### src/rtl/bcf_pkg.sv
package bcf_pkg;
  localparam int DEF_WORD_W  = 16;
  localparam int DEF_PHASE_W = 4;

  typedef struct packed {
    logic adder_sign;
    logic bus_sign;
    logic minus_zero;
    logic plus_zero;
  } test_strobes_t;
endpackage

### src/rtl/bcf_word_match.sv
module bcf_word_match #(
  parameter int WORD_W     = 16,
  parameter bit MATCH_ONES = 1'b1
) (
  input  logic [WORD_W-1:0] word_i,
  output logic              hit_o
);
  generate
    if (MATCH_ONES) begin : g_ones
      assign hit_o = &word_i;
    end else begin : g_zeros
      assign hit_o = ~|word_i;
    end
  endgenerate
endmodule

### src/rtl/bcf_sign_flag.sv
module bcf_sign_flag (
  input  logic clk,
  input  logic rst,
  input  logic set_phase_i,
  input  logic tst_adder_i,
  input  logic tst_bus_i,
  input  logic adder_msb_i,
  input  logic bus_msb_i,
  output logic flag_o
);
  logic load;
  logic next_val;

  always_comb begin
    load     = set_phase_i && (tst_adder_i || tst_bus_i);
    next_val = tst_adder_i ? adder_msb_i : bus_msb_i;
  end

  always_ff @(posedge clk) begin
    if (rst)       flag_o <= 1'b0;
    else if (load) flag_o <= next_val;
  end

  assert_sign_hold_R2: assert property (@(posedge clk) disable iff (rst)
    !(tst_adder_i || tst_bus_i) |=> $stable(flag_o));
  assert_adder_wins_R5: assert property (@(posedge clk) disable iff (rst)
    (set_phase_i && tst_adder_i) |=> (flag_o == $past(adder_msb_i)));
  assert_bus_load_R4: assert property (@(posedge clk) disable iff (rst)
    (set_phase_i && tst_bus_i && !tst_adder_i) |=> (flag_o == $past(bus_msb_i)));
endmodule

### src/rtl/bcf_zero_flag.sv
module bcf_zero_flag (
  input  logic clk,
  input  logic rst,
  input  logic clr_phase_i,
  input  logic set_phase_i,
  input  logic tst_mz_i,
  input  logic tst_pz_i,
  input  logic mz_hit_i,
  input  logic pz_hit_i,
  output logic flag_o
);
  logic do_clear;
  logic do_set;

  always_comb begin
    do_clear = clr_phase_i && tst_mz_i;
    do_set   = set_phase_i && ((tst_mz_i && mz_hit_i) || (tst_pz_i && pz_hit_i));
  end

  always_ff @(posedge clk) begin
    if (rst)           flag_o <= 1'b0;
    else if (do_clear) flag_o <= 1'b0;
    else if (do_set)   flag_o <= 1'b1;
  end

  assert_mz_clear_R6: assert property (@(posedge clk) disable iff (rst)
    (clr_phase_i && tst_mz_i) |=> !flag_o);
  assert_only_mz_clears_R8: assert property (@(posedge clk) disable iff (rst)
    (flag_o && !(clr_phase_i && tst_mz_i)) |=> flag_o);
  assert_or_set_R9: assert property (@(posedge clk) disable iff (rst)
    (set_phase_i && ((tst_mz_i && mz_hit_i) || (tst_pz_i && pz_hit_i))) |=> flag_o);
  assert_zero_hold_R2: assert property (@(posedge clk) disable iff (rst)
    !(tst_mz_i || tst_pz_i) |=> $stable(flag_o));
endmodule

### src/rtl/branch_cond_flags.sv
module branch_cond_flags #(
  parameter int WORD_W    = bcf_pkg::DEF_WORD_W,
  parameter int PHASE_W   = bcf_pkg::DEF_PHASE_W,
  parameter int CLR_PHASE = 3,
  parameter int SET_PHASE = 4
) (
  input  logic               clk,
  input  logic               rst,
  input  logic               tst_adder_sign_i,
  input  logic               tst_bus_sign_i,
  input  logic               tst_minus_zero_i,
  input  logic               tst_plus_zero_i,
  input  logic [PHASE_W-1:0] phase_i,
  input  logic [WORD_W-1:0]  wbus_i,
  input  logic               adder_msb_i,
  input  logic [WORD_W-1:0]  buf_i,
  output logic               sign_flag_o,
  output logic               zero_flag_o
);
  import bcf_pkg::*;

  localparam int SIGN_BIT = WORD_W - 1;
  localparam logic [PHASE_W-1:0] CLR_P = PHASE_W'(CLR_PHASE);
  localparam logic [PHASE_W-1:0] SET_P = PHASE_W'(SET_PHASE);

  test_strobes_t strb;
  logic clr_phase, set_phase;
  logic mz_hit, pz_hit;

  always_comb begin
    strb.adder_sign = tst_adder_sign_i;
    strb.bus_sign   = tst_bus_sign_i;
    strb.minus_zero = tst_minus_zero_i;
    strb.plus_zero  = tst_plus_zero_i;
    clr_phase       = (phase_i == CLR_P);
    set_phase       = (phase_i == SET_P);
  end

  bcf_word_match #(.WORD_W(WORD_W), .MATCH_ONES(1'b1)) u_mz (
    .word_i(wbus_i), .hit_o(mz_hit));
  bcf_word_match #(.WORD_W(WORD_W), .MATCH_ONES(1'b0)) u_pz (
    .word_i(buf_i), .hit_o(pz_hit));

  bcf_sign_flag u_sign (
    .clk(clk), .rst(rst), .set_phase_i(set_phase),
    .tst_adder_i(strb.adder_sign), .tst_bus_i(strb.bus_sign),
    .adder_msb_i(adder_msb_i), .bus_msb_i(wbus_i[SIGN_BIT]),
    .flag_o(sign_flag_o));

  bcf_zero_flag u_zero (
    .clk(clk), .rst(rst), .clr_phase_i(clr_phase), .set_phase_i(set_phase),
    .tst_mz_i(strb.minus_zero), .tst_pz_i(strb.plus_zero),
    .mz_hit_i(mz_hit), .pz_hit_i(pz_hit), .flag_o(zero_flag_o));

  assert_reset_clears_R1: assert property (@(posedge clk)
    rst |=> (!sign_flag_o && !zero_flag_o));
  assert_off_phase_R10: assert property (@(posedge clk) disable iff (rst)
    (phase_i != CLR_P && phase_i != SET_P) |=> ($stable(sign_flag_o) && $stable(zero_flag_o)));
  assert_sign_keeps_zero_R3: assert property (@(posedge clk) disable iff (rst)
    (!tst_minus_zero_i && !tst_plus_zero_i) |=> $stable(zero_flag_o));
endmodule

### config.mk
export PLATFORM = sky130hd
export DESIGN_NAME = branch_cond_flags
export DESIGN_NICKNAME = d
export VERILOG_FILES = /design/src/rtl/bcf_pkg.sv /design/src/rtl/bcf_word_match.sv /design/src/rtl/bcf_sign_flag.sv /design/src/rtl/bcf_zero_flag.sv /design/src/rtl/branch_cond_flags.sv
export SDC_FILE = /design/constraint.sdc
export NUM_CORES = 1
export LEC_CHECK = 0
export CORE_AREA = 2 2 39 41
export DETAILED_ROUTE_END_ITERATION = 12
export DIE_AREA = 0 0 41 43
export PLACE_DENSITY = 0.71
export SLEW_MARGIN = 20
export SYNTH_ARGS = -nofsm -noshare
export SYNTH_HDL_FRONTEND = slang
export SYNTH_SLANG_ARGS = --single-unit
### constraint.sdc
create_clock -name clk -period 1.9 [get_ports clk]
set_input_delay 0.475 -clock clk [delete_from_list [all_inputs] [get_ports clk]]
set_output_delay 0.475 -clock clk [all_outputs]
set_load 0.02 [all_outputs]
==> flow_summary.yaml, run 1 <==
status:
  status: "completed"
power_and_ir_drop:
  p_int_w: 0.000196
  vdd.ir_drop.worst_mv: 0.138
  power_density_mw_per_mm2: 360
  p_seq_share_pct: 17.5
  switching_share_pct: 20.6
  clkPwrFrac_pct: 40.3
  netSwitchingPower_w: 0.0000510
  comb_power_share_pct: 42.2
  p_leak_nw: 0.243
final_layout:
  multi_input_area_um2: 160
  num_antenna_cells: 0
  area_growth_syn_to_layout_pct: 237
  register_area_um2: 40.0
  fill_cells: 142
  final_util_pct: 49.6
  drive_gt1_share_pct: 5.48
  nNetsFinal: 118
  fin_area_um2: 687
synth:
  syn_nets: 69
  synth_flop_cell: "dfxtp_1"
  async_flop_share_pct: 0
  ys_seq_elements: 2
  yosysWarnings: 0
  netlist.area_leader.share_pct: 19.6
  yosys.area.top_type: "dfxtp_1"
  synth_enable_flop_cells: 0
  ys_types: 18
  synthCells: 26
  syn_area_um2: 204
  synth_commonest_cells: "3 x nand2_1, 3 x nand4_1, 3 x nor4_1, 2 x dfxtp_1, 2 x nor2_1"
  synth_area_leaders: "dfxtp_1 20%, nor4b_4 12%, nand4_1 9.2%"
  ys_seq_area_share_pct: 19.6
  syn_avg_cell_area_um2: 7.84
run:
  maxCapViolations: 0
setup_path:
  path_cells: "clkdlybuf4s50_1"
  criticalPathCategory: "reg2out"
  required_ns: 1.42
  crit_family: "buffers and inverters"
  cp-end-kind: "output port"
  cp.arrival_ns: 1.14
  crit_path_top_delay_cell: "clkdlybuf4s50_1"
  path_max_fanout: 2
  path_buf_inv: 1
  max_stage_delay_ns: 0.60
  cp-start-kind: "flop"
floorplanning:
  fp.dieW_um: 41
  die_area_mm2: 0.00176
  core_area_mm2: 0.00138
  initial_core_util_pct: 14.7
  fp.dieH_um: 43
  io-pin-count: 45
  rows: 14
drt:
  drtPass1Iterations: 3
  viasPerCell: 4.51
  dr_wl_met2_um: 535
  drc: 0
  wl_met1_um: 268
  wire_per_inst_um: 10.6
  dr.first_iter.drc_count: 4
  dr.max_layer_used: "met4"
  met3_length_um: 111
  ant_nets: 0
  num_vias: 401
  finalWirelength_um: 942
placed_design:
  place_area_um2: 664
  hpwl_um: 866
  dp_slack_ns: 0.0919
  io_buffers: 44
  gp_congestion: 0.611
clock_network:
  post_cts_buffers: 0
  cts_resized: 0
  h-tree-depth: 1
  clkTransAtPathRegs_ns: 0.03
  cts_root_buffer: "clkbuf_4"
  cts_tree: "done"
  clock_latency_ns: 0.23
  cts_hold_buf: 0
  clock-sinks: 2
  cts_buffers: 3
  clk_path_buf_depth: 2
sta:
  finalHoldViolations: 0
  period_minus_slack_ns: 1.62
  setup_tns_ns: 0
  fmax_mhz: 618
  drv_slew: 0
  tightest_slew_ns: 0.252
  rsz0062_at_grt: "no"
  worst_slack_ns: 0.282
  fin_crit_sh_pct: 85.2
  slew_headroom_pct: 83.0
  fin_skew_ns: 0
  setup_violations: 0
grt:
  first_global_vias: 406
  grt_pass1_wl_um: 1570
  overflow: 0
  grt_antenna_before_repair: 0
  grt_max_degree: 4
  grt_usage_pct: 13.8
min_path:
  hp-class: "reg2reg"
flip-flops by register name (all words and copies together) (netlist names):
signal	flops
u_zero.flag_o	1
u_sign.flag_o	1
per-layer routing:
metal	track usage [%]	vias to the layer above
met5	0	-
met4	12.0	0
met3	2.62	3
met2	23.8	29
met1	12.5	166
li1	-	203
metrics by stage:
step / hold WS (ns) / std cells / total power [W]
finish: 0.448 / 89 / 0.000247
global route: 0.484 / 89 / 0.000264
CTS: 0.453 / 89 / 0.000253
detailed placement: 0.453 / 86 / 0.000149
global placement: 0.439 / 86 / 0.000147
floorplan: 0.533 / 26 / 0.0000557
cell type report:
class / instances / share of cell area (%)
well taps: 16 / 2.91
flip-flops and latches: 2 / 5.83
repair buffers: 44 / 64.1
multi-input cells: 23 / 23.3
inverters: 1 / 0.546
clock buffers: 3 / 3.28
placed cells by master, fill, tap and decap left out, types with 2 or more instances in the layout:
cell type        netlist  final
clkdlybuf4s50_1        0     44
nor2_1                 2      2
nor4_1                 3      3
clkbuf_4               0      3
nand4_1                3      3
nand2_1                3      3
dfxtp_1                2      2
cell families after synthesis:
kind of cell	after synthesis	synth area share (%)
simple gates	17	56.4
compound gates	5	17.2
flops	2	19.6
mux	1	4.91
buf+inv	1	1.84
power groups by stage:
stage	logic, W	registers (W)	clock network (W)
floorplan	0.0000111	0.0000446	0
detailed placement	0.000105	0.0000438	0
finish	0.000104	0.0000432	0.0000997
global placement	0.000103	0.0000438	0
CTS	0.000105	0.0000432	0.000105
global route	0.000113	0.0000433	0.000108
path summary, 6_finish.rpt:
| check | startpoint | to | slack, ns | cells after the start |
|---|---|---|---|---|
| max | u_sign.flag_o$_SDFFE_PP0P_ | sign_flag_o | 0.28 | 1 |
| min | u_zero.flag_o$_SDFFE_PP0P_ | u_zero.flag_o$_SDFFE_PP0P_ | 0.45 | 2 |
| max reg2reg | u_sign.flag_o$_SDFFE_PP0P_ | u_sign.flag_o$_SDFFE_PP0P_ | 1.20 | 2 |
| min reg2reg | u_zero.flag_o$_SDFFE_PP0P_ | u_zero.flag_o$_SDFFE_PP0P_ | 0.45 | 2 |
Power figures use the tool's default switching activity.
==> run 2: changes to the inputs <==
- PLACE_DENSITY: 0.71 -> 0.84
- SYNTH_HIERARCHICAL: unset -> 1
==> flow_summary.yaml, run 2 <==
drt:
  drc: 0
  ant_nets: 0
  drtPass1Iterations: 1
  wire_per_inst_um: 11.3
  finalWirelength_um: 957
  viasPerCell: 4.61
  num_vias: 392
  dr.first_iter.drc_count: 0
synth:
  synthCells: 22
  synth_area_leaders: "dfxtp_1 19%, a221oi_2 14%, nand4_1 12%"
  syn_nets: 65
  synth_enable_flop_cells: 0
  netlist.area_leader.share_pct: 18.8
  syn_area_um2: 213
  synth_commonest_cells: "4 x nand4_1, 4 x nor4_1, 2 x a221oi_2, 2 x dfxtp_1"
  syn_avg_cell_area_um2: 9.67
  ys_seq_area_share_pct: 18.8
  ys_seq_elements: 2
  async_flop_share_pct: 0
  synth_simple_gate_area_share_pct: 51.2
  synth_top_family_by_area: "simple AND/OR/NAND/NOR gates"
  synthAdderAreaFrac_pct: 0
  synth_compound_area_share_pct: 23.5
  yosys.area.top_type: "dfxtp_1"
  ys_types: 14
  synth_flop_cell: "dfxtp_1"
  synthMuxAreaShare_pct: 4.71
  yosysWarnings: 6
  synth_xor_area_share_pct: 0
clock_network:
  cts_buffers: 3
  h-tree-depth: 1
  clock-sinks: 2
  cts_tree: "done"
  cts_resized: 0
  post_cts_buffers: 0
  cts_hold_buf: 0
  cts_root_buffer: "clkbuf_4"
  clkTransAtPathRegs_ns: 0.03
  clk_path_buf_depth: 2
  clock_latency_ns: 0.22
sta:
  setup_violations: 0
  tightest_slew_ns: 0.406
  slew_headroom_pct: 72.8
  fin_crit_sh_pct: 87.3
  drv_slew: 0
  rsz0062_at_grt: "no"
  fin_skew_ns: 0
  setup_tns_ns: 0
  period_minus_slack_ns: 1.66
  fmax_mhz: 603
  finalHoldViolations: 0
power_and_ir_drop:
  comb_power_share_pct: 43.4
  vdd.ir_drop.worst_mv: 0.116
  clkPwrFrac_pct: 38.4
  p_seq_share_pct: 18.2
  p_int_w: 0.000195
  p_leak_nw: 0.233
  power_density_mw_per_mm2: 342
  netSwitchingPower_w: 0.0000435
  switching_share_pct: 18.3
floorplanning:
  fp.dieH_um: 43
  io-pin-count: 45
  rows: 14
  initial_core_util_pct: 15.4
  die_area_mm2: 0.00176
  core_area_mm2: 0.00138
  fp.dieW_um: 41
grt:
  grt_pass1_wl_um: 1440
  grt_antenna_before_repair: 0
  first_global_vias: 421
  met2_usage_pct: 25.6
  use_met3_pct: 3.66
  overflow: 0
  grt_usage_pct: 12.4
  grt_max_degree: 4
  met1_usage_pct: 7.30
  busiest_layer: "met2"
placed_design:
  dp_cells: 82
  gp_congestion: 0.579
  io_buffers: 44
final_layout:
  largest_registers: "u_sign/flag_o (1), u_zero/flag_o (1)"
  drive_gt1_share_pct: 11.6
  num_antenna_cells: 0
  final_cell_mix: "44 x clkdlybuf4s50_1, 4 x nand4_1, 4 x nor4_1"
  fin_cells: 85
  nNetsFinal: 114
  area_growth_syn_to_layout_pct: 227
  mostFrequentLayoutCell: "clkdlybuf4s50_1"
setup_path:
  criticalPathCategory: "reg2out"
  required_ns: 1.42
  max_stage_delay_ns: 0.61
  cp-end-kind: "output port"
  crit_family: "buffers and inverters"
  cp.arrival_ns: 1.18
  path_buf_inv: 1
  cp-start-kind: "flop"
  crit_path_top_delay_cell: "clkdlybuf4s50_1"
  path_cells: "clkdlybuf4s50_1"
  path_max_fanout: 3
min_path:
  hp-class: "reg2reg"
run:
  maxCapViolations: 0
status:
  status: "completed"
run 2: power groups by stage:
stage                logic [W]  registers [W]  clock network (W)
floorplan           0.00000976      0.0000446                  0
global placement      0.000102      0.0000438                  0
detailed placement    0.000104      0.0000438                  0
CTS                   0.000105      0.0000433          0.0000976
global route          0.000110      0.0000434           0.000101
finish                0.000103      0.0000433          0.0000915
run 2: worst paths after layout:
check,from,endpoint,slack (ns),cells past startpoint
setup / recovery,u_zero/flag_o$_SDFFE_PP0P_,zero_flag_o,0.24,1
hold / removal,u_sign/flag_o$_SDFFE_PP0P_,u_sign/flag_o$_SDFFE_PP0P_,0.46,2
setup reg to reg,u_zero/flag_o$_SDFFE_PP0P_,u_zero/flag_o$_SDFFE_PP0P_,1.07,2
hold reg to reg,u_sign/flag_o$_SDFFE_PP0P_,u_sign/flag_o$_SDFFE_PP0P_,0.46,2
run 2: cell type report:
type	instances	area [µm²]
timing repair buffer	44	440
fill	149	688
inverter	1	3.75
sequential	2	40.0
clock buffer	3	22.5
tap	16	20.0
multi-input combinational	19	169
run 2: logic make-up after synthesis:
group / Yosys count
AND/OR/NAND/NOR: 14
AO/OA/AOI/OAI: 4
flip-flops: 2
multiplexers: 1
buffers and inverters: 1
run 2: metrics by stage:
stage | setup WS, ns | hold WS, ns | cell area [µm²] | power [W] | utilization (%)
final | 0.241 | 0.457 | 696 | 0.000238 | 50.3
after global routing | 0.161 | 0.498 | 696 | 0.000254 | 50.3
after CTS | 0.227 | 0.459 | 696 | 0.000245 | 50.3
after detailed placement | 0.0185 | 0.454 | 673 | 0.000148 | 48.6
after global placement | 0.0338 | 0.450 | 673 | 0.000146 | 48.6
after floorplan | 0.603 | 0.533 | 213 | 0.0000544 | -
run 2: routing by layer:
metal  up-vias  part of all wire, %
li1        195                    -
met1       171                   27
met2        26                   63
met3         0                   11
met4         0                    0
met5         -                    0
==> run 3: changes to the inputs <==
- HOLD_SLACK_MARGIN: unset -> 0.12
==> results of run 3 <==
The final DEF is identical to that of run 2; final timing and power are the same.
